$ cat config.mk
export PLATFORM = sky130hd
export DESIGN_NAME = eeprom_word_reader
export DESIGN_NICKNAME = d
export VERILOG_FILES = /design/src/rtl/eewr_pkg.sv /design/src/rtl/eewr_halfdiv.sv /design/src/rtl/eewr_cmd_shift.sv /design/src/rtl/eewr_rx_shift.sv /design/src/rtl/eeprom_word_reader.sv
export SDC_FILE = /design/constraint.sdc
export NUM_CORES = 1
export LEC_CHECK = 0
export BUFFER_PORTS_ARGS = -buffer_cell sky130_fd_sc_hd__buf_2
export CORE_UTILIZATION = 57
export CTS_CLUSTER_SIZE = 8
export DETAILED_ROUTE_END_ITERATION = 8
export PLACE_DENSITY = 0.78
export SKIP_CTS_REPAIR_TIMING = 1
export SYNTH_ARGS = -nofsm -noshare
export SYNTH_HDL_FRONTEND = slang
export SYNTH_SLANG_ARGS = --single-unit
$ cat constraint.sdc
create_clock -name clk -period 2.2 [get_ports clk]
set_input_delay 0.22 -clock clk [delete_from_list [all_inputs] [get_ports clk]]
set_output_delay 0.22 -clock clk [all_outputs]
set_load 0.005 [all_outputs]
$ cat src/rtl/eewr_pkg.sv
package eewr_pkg;
    typedef enum logic [2:0] {
        ST_IDLE,
        ST_SELECT,
        ST_CMD_LO,
        ST_CMD_HI,
        ST_DAT_LO,
        ST_DAT_HI,
        ST_FINISH
    } eewr_state_t;

    localparam logic [2:0] READ_OPCODE = 3'b110;
endpackage

$ cat src/rtl/eewr_halfdiv.sv
module eewr_halfdiv #(
    parameter int HALF_PERIOD = 1000
) (
    input  logic clk,
    input  logic rst_n,
    input  logic clr,
    output logic tick
);
    localparam int CW = (HALF_PERIOD > 1) ? $clog2(HALF_PERIOD) : 1;
    localparam logic [CW-1:0] LAST = CW'(HALF_PERIOD - 1);

    logic [CW-1:0] cnt;

    assign tick = (cnt == LAST) && !clr;

    always_ff @(posedge clk) begin
        if (!rst_n || clr || tick) begin
            cnt <= '0;
        end else begin
            cnt <= cnt + 1'b1;
        end
    end
endmodule

$ cat src/rtl/eewr_cmd_shift.sv
module eewr_cmd_shift #(
    parameter int WIDE_AW   = 8,
    parameter int NARROW_AW = 6
) (
    input  logic               clk,
    input  logic               rst_n,
    input  logic               load,
    input  logic               wide,
    input  logic [WIDE_AW-1:0] addr,
    input  logic               shift,
    output logic               bit_o,
    output logic               last_o
);
    import eewr_pkg::*;

    localparam int OPC_W        = 3;
    localparam int CMD_W        = OPC_W + WIDE_AW;
    localparam int NARROW_CMD_W = OPC_W + NARROW_AW;
    localparam int PAD_W        = WIDE_AW - NARROW_AW;
    localparam int CW           = $clog2(CMD_W + 1);

    logic [CMD_W-1:0] sreg;
    logic [CW-1:0]    remain;

    assign bit_o  = sreg[CMD_W-1];
    assign last_o = (remain == CW'(1));

    always_ff @(posedge clk) begin
        if (!rst_n) begin
            sreg   <= '0;
            remain <= '0;
        end else if (load) begin
            if (wide) begin
                sreg   <= {READ_OPCODE, addr};
                remain <= CW'(CMD_W);
            end else begin
                sreg   <= {READ_OPCODE, addr[NARROW_AW-1:0], {PAD_W{1'b0}}};
                remain <= CW'(NARROW_CMD_W);
            end
        end else if (shift) begin
            sreg   <= {sreg[CMD_W-2:0], 1'b0};
            remain <= remain - 1'b1;
        end
    end
endmodule

$ cat src/rtl/eewr_rx_shift.sv
module eewr_rx_shift #(
    parameter int DATA_W = 16
) (
    input  logic              clk,
    input  logic              rst_n,
    input  logic              clear,
    input  logic              capture,
    input  logic              sdi,
    output logic              last_o,
    output logic [DATA_W-1:0] word_o
);
    localparam int CW = $clog2(DATA_W + 1);

    logic [DATA_W-1:0] sreg;
    logic [CW-1:0]     got;

    assign last_o = (got == CW'(DATA_W - 1));

    always_ff @(posedge clk) begin
        if (!rst_n) begin
            sreg   <= '0;
            got    <= '0;
            word_o <= '0;
        end else if (clear) begin
            sreg <= '0;
            got  <= '0;
        end else if (capture) begin
            sreg <= {sreg[DATA_W-2:0], sdi};
            got  <= got + 1'b1;
            if (last_o) begin
                word_o <= {sreg[DATA_W-2:0], sdi};
            end
        end
    end
endmodule

$ cat src/rtl/eeprom_word_reader.sv
module eeprom_word_reader #(
    parameter int HALF_PERIOD = 1000,
    parameter int DATA_W      = 16,
    parameter int WIDE_AW     = 8,
    parameter int NARROW_AW   = 6
) (
    input  logic              clk,
    input  logic              rst_n,
    input  logic              start_i,
    input  logic              wide_addr_i,
    input  logic [WIDE_AW-1:0] addr_i,
    input  logic              sdi_i,
    output logic              cs_o,
    output logic              sk_o,
    output logic              di_o,
    output logic              busy_o,
    output logic              done_o,
    output logic [DATA_W-1:0] word_o
);
    import eewr_pkg::*;

    localparam int WIDE_EDGES   = 3 + WIDE_AW + DATA_W;
    localparam int NARROW_EDGES = 3 + NARROW_AW + DATA_W;
    localparam int EW           = $clog2(WIDE_EDGES + 1);

    eewr_state_t state, nxt;

    logic tick;
    logic div_clr;
    logic accept;
    logic cmd_bit, cmd_last, cmd_shift;
    logic rx_last, rx_capture;

    assign accept     = (state == ST_IDLE) && start_i;
    assign div_clr    = (state == ST_IDLE) || (state == ST_FINISH);
    assign cmd_shift  = (state == ST_CMD_HI) && tick;
    assign rx_capture = (state == ST_DAT_HI) && tick;

    eewr_halfdiv #(.HALF_PERIOD(HALF_PERIOD)) u_div (
        .clk   (clk),
        .rst_n (rst_n),
        .clr   (div_clr),
        .tick  (tick)
    );

    eewr_cmd_shift #(.WIDE_AW(WIDE_AW), .NARROW_AW(NARROW_AW)) u_cmd (
        .clk    (clk),
        .rst_n  (rst_n),
        .load   (accept),
        .wide   (wide_addr_i),
        .addr   (addr_i),
        .shift  (cmd_shift),
        .bit_o  (cmd_bit),
        .last_o (cmd_last)
    );

    eewr_rx_shift #(.DATA_W(DATA_W)) u_rx (
        .clk     (clk),
        .rst_n   (rst_n),
        .clear   (accept),
        .capture (rx_capture),
        .sdi     (sdi_i),
        .last_o  (rx_last),
        .word_o  (word_o)
    );

    // state register
    always_ff @(posedge clk) begin
        if (!rst_n) begin
            state <= ST_IDLE;
        end else begin
            state <= nxt;
        end
    end

    // transitions
    always_comb begin
        nxt = state;
        unique case (state)
            ST_IDLE:   if (start_i) nxt = ST_SELECT;
            ST_SELECT: if (tick) nxt = ST_CMD_LO;
            ST_CMD_LO: if (tick) nxt = ST_CMD_HI;
            ST_CMD_HI: if (tick) nxt = cmd_last ? ST_DAT_LO : ST_CMD_LO;
            ST_DAT_LO: if (tick) nxt = ST_DAT_HI;
            ST_DAT_HI: if (tick) nxt = rx_last ? ST_FINISH : ST_DAT_LO;
            ST_FINISH: nxt = ST_IDLE;
            default:   nxt = ST_IDLE;
        endcase
    end

    // outputs
    always_comb begin
        cs_o   = 1'b0;
        sk_o   = 1'b0;
        di_o   = 1'b0;
        busy_o = 1'b0;
        done_o = 1'b0;
        unique case (state)
            ST_IDLE:   ;
            ST_SELECT: begin cs_o = 1'b1; busy_o = 1'b1; end
            ST_CMD_LO: begin cs_o = 1'b1; busy_o = 1'b1; di_o = cmd_bit; end
            ST_CMD_HI: begin cs_o = 1'b1; busy_o = 1'b1; di_o = cmd_bit; sk_o = 1'b1; end
            ST_DAT_LO: begin cs_o = 1'b1; busy_o = 1'b1; end
            ST_DAT_HI: begin cs_o = 1'b1; busy_o = 1'b1; sk_o = 1'b1; end
            ST_FINISH: done_o = 1'b1;
            default:   ;
        endcase
    end

    // checker state: rising sk edges per transaction
    logic          sk_q;
    logic          wide_q;
    logic [EW-1:0] sk_edges;

    always_ff @(posedge clk) begin
        if (!rst_n) begin
            sk_q     <= 1'b0;
            wide_q   <= 1'b0;
            sk_edges <= '0;
        end else begin
            sk_q <= sk_o;
            if (accept) begin
                wide_q   <= wide_addr_i;
                sk_edges <= '0;
            end else if (sk_o && !sk_q) begin
                sk_edges <= sk_edges + 1'b1;
            end
        end
    end

    a_r2_edge_count: assert property (@(posedge clk) disable iff (!rst_n)
        done_o |-> (sk_edges == (wide_q ? EW'(WIDE_EDGES) : EW'(NARROW_EDGES))));

    a_r3_cs_over_clock: assert property (@(posedge clk) disable iff (!rst_n)
        $rose(sk_o) |-> (cs_o && $past(cs_o)));

    a_r4_di_stable_high: assert property (@(posedge clk) disable iff (!rst_n)
        (sk_o && $past(sk_o)) |-> $stable(di_o));

    a_r6_done_drops_cs: assert property (@(posedge clk) disable iff (!rst_n)
        done_o |-> (!cs_o && $past(cs_o)));

    a_r6_done_single: assert property (@(posedge clk) disable iff (!rst_n)
        done_o |=> !done_o);

    a_r8_busy_from_start: assert property (@(posedge clk) disable iff (!rst_n)
        $rose(busy_o) |-> $past(start_i));
endmodule

==> impl_metrics.csv <==
group,metric,value,unit
run_status,outcome,"completed",
worst_setup_path,rrSetupSlack,0.21,ns
clocking,cts-root-buf,"clkbuf_8",
detailed_routing,antenna_left,0,
timing,slew_headroom,61.70,%
floorplan,core.rowCount,25,
detailed_routing,post_drt_via_cell_ratio,5.320,
timing,rsz0062_at_grt,"false",
global_routing,grt_pass1_wl,8238,µm
worst_setup_path,cp-endpoint,"u_rx.got[2]$_SDFFE_PP0P_",
detailed_routing,wl,4972,µm
global_routing,grt_max_degree,27,
logic_synthesis,ys_types,47,
timing,skew,0.009355,ns
logic_synthesis,synth_area,2869,µm²
worst_setup_path,reg2reg_depth,6,
detailed_routing,drt_pre_antenna_iters,4,
floorplan,die_width,72.95,µm
worst_setup_path,arrival,2.21,ns
worst_setup_path,slowest_stage,"or4_4",
timing,worst_pin_slew,0.5701,ns
timing,hold_viol_final,0,
worst_setup_path,startpoint,"u_div.cnt[0]$_SDFF_PP0_",
clocking,cts_buffer_depth,2,
job,drv_cap,0,
timing,fmax,502.8,MHz
placed_design,portBuffers,33,
logic_synthesis,synth_edf_count,0,
floorplan,io_pins,34,
logic_synthesis,synth_warnings,0,
clocking,cts-htree-levels,3,
worst_setup_path,r2r-start,"u_div.cnt[0]$_SDFF_PP0_",
logic_synthesis,ys_ff_latch,64,
timing,setup_violations,0,
layout,final_core_util,69.05,%
clocking,path_clk_slew,0.07,ns
floorplan,die-area,5321,µm²
logic_synthesis,yosysSeqAreaShare,44.66,%
layout,diodes,0,
floorplan,die_y,72.95,µm
logic_synthesis,synth-main-ff-cell,"dfxtp_1",
min_path,hold_depth,3,
min_path,min-delay-start,"sdi_i",
layout,nets,362,
worst_setup_path,crit_type,"flip-flop to flip-flop",
layout,area_growth,15.18,%
logic_synthesis,syn_inst,313,
timing,fin_crit,1.989,ns
clocking,cts.sinks,64,
timing,slew_violations,0,
logic_synthesis,synth_area_leaders,"dfxtp_1 (45%), mux2i_1 (13%), nand2_1 (5.1%)",
timing,period_share,90.41,%
detailed_routing,wl_per_cell,11.95,µm
global_routing,antenna_found_initial,0,
power_and_ir_drop,ir_drop,818.1,µV
floorplan,core-area,4786,µm²
clocking,cts_buffers,9,
global_routing,first_global_vias,1850,
worst_setup_path,worstPathRequired,2.42,ns
detailed_routing,drt_iter0_markers,131,
clocking,cts_tree,"done",
worst_setup_path,path_max_fanout,16,
min_path,hold_class,"input port to flip-flop",
timing,fin_tns_setup,0,ns
placed_design,place_congestion,0.8020,
worst_setup_path,max_stage_delay,0.56,ns
detailed_routing,vias,2213,
power_and_ir_drop,power.leakage,0.001551,µW
detailed_routing,drc,0,
clocking,clkLatencyLatePin,0.34,ns
global_routing,grt-ovfl-total,0,
worst_setup_path,crit_chain,"ha_1 -> nand4b_4 -> or4_4 -> buf_4 -> o21ai_0 -> a21oi_1",
worst_setup_path,critPathLaunchType,"flip-flop",
logic_synthesis,syn_area_per_cell,9.166,µm²
worst_setup_path,end_kind,"flip-flop",
layout,drive_above_1_share,20.06,%
logic_synthesis,syn-num-nets,331,
floorplan,start_util,59.95,%
global_routing,grt_use_total,20.34,%
logic_synthesis,async_reset_ff_share,0,%
logic_synthesis,yosys.area.top_type,"dfxtp_1",
power_and_ir_drop,power_density,840.6,nW/µm²
logic_synthesis,synth_top_area_share,44.66,%
worst_setup_path,r2r-end,"u_rx.got[2]$_SDFFE_PP0P_",
placed_design,hpwlAfterDp,3364,µm
-- report_power, final --
| part | leakage [µW] | internal, µW | switching [µW] |
|---|---|---|---|
| clock | 0.000104 | 638 | 428 |
| combinational | 0.000929 | 186 | 226 |
| sequential | 0.000519 | 1230 | 67.2 |
-- routing by layer --
metal  share of wire [%]  track usage (%)
met5                   0                0
met4                 2.2            10.46
met3                 4.3            5.801
met2                  46            31.05
met1                  48            26.25
-- cells by family after synthesis --
logic type	synth area share [%]
AND/OR/NAND/NOR	22.72
flip-flops	44.66
multiplexers	15.26
AO/OA/AOI/OAI	7.849
buffers and inverters	4.579
XOR/XNOR	2.748
adder cells (fa/ha/maj)	2.181
-- metrics by stage --
step	power, µW	hold slack (ns)	setup WS (ns)	instance area (µm²)	instances
CTS	2810	0.1256	0.1958	3304	416
detailed placement	1733	0.4495	0.2446	3092	400
floorplan	1628	0.3588	0.2050	2869	313
global route	2911	0.1411	0.09190	3304	416
finish	2778	0.1403	0.2110	3304	416
global placement	1721	0.4291	0.2988	3092	400
-- synthesized netlist by cell type (3+ instances only) --
| master | instances |
|---|---|
| nor2_1 | 33 |
| mux2_2 | 6 |
| dfxtp_1 | 64 |
| nor2b_1 | 3 |
| and3_1 | 5 |
| o21ai_0 | 10 |
| ha_1 | 5 |
| mux2i_1 | 37 |
| inv_1 | 8 |
| nand3_1 | 7 |
| nand2_1 | 39 |
| clkbuf_1 | 18 |
| buf_2 | 3 |
| xnor2_1 | 7 |
| nor3_1 | 16 |
| a21oi_1 | 9 |
-- worst max-delay path: cells and delay by family (launching register included) --
family | cells | cell delay, ns
DFF | 1 | 0.36
and+or+nand+nor | 2 | 0.74
buffers and inverters | 1 | 0.24
AOI/OAI and AO/OA | 2 | 0.27
adders and majority gates | 1 | 0.26
-- sequential cells by signal, summed over array words and instances (netlist names) --
| name | cells |
|---|---|
| u_rx.sreg | 15 |
| u_rx.word_o | 16 |
| u_cmd.sreg | 11 |
| u_div.cnt | 10 |
| u_rx.got | 5 |
| u_cmd.remain | 4 |
| state | 3 |
-- how the worst min path moves through the flow --
stage                                             end  slack (ns)
after floorplan           u_rx.word_o[0]$_SDFFE_PN0P_        0.36
after global placement        u_div.cnt[0]$_SDFF_PP0_        0.43
after detailed placement      u_div.cnt[0]$_SDFF_PP0_        0.45
after CTS                 u_rx.word_o[0]$_SDFFE_PN0P_        0.13
after global routing      u_rx.word_o[0]$_SDFFE_PN0P_        0.14
final                     u_rx.word_o[0]$_SDFFE_PN0P_        0.14
-- layout make-up --
cell class / count / area (µm²)
tap: 67 / 83.83
fill: 384 / 1481
clock inverter: 5 / 81.33
multi-input combinational: 218 / 1456
sequential: 64 / 1281
timing repair buffer: 43 / 240.2
inverter: 8 / 30.03
clock buffer: 11 / 131.4
-- placed cells by master (no fill, tap or decap), types with 2 or more instances in the layout --
cell,n
o31ai_1,2
and3_1,5
nor2_1,33
nor3_1,16
dfxtp_1,64
a21boi_0,2
ha_1,5
or3_1,2
mux2_2,6
nand2_1,39
nor4_1,2
o21ai_0,10
clkbuf_8,9
bufinv_16,2
buf_4,10
xnor2_1,7
a31oi_1,2
nand3_1,7
o21a_1,2
nor3b_1,2
mux2i_1,37
a21oi_1,9
clkbuf_1,2
or4_1,2
nor4b_1,2
xor2_1,2
inv_1,8
a211oi_1,2
nand3b_1,2
buf_2,33
nor2b_1,3
No activity file was read; power rests on OpenSTA's default activity.
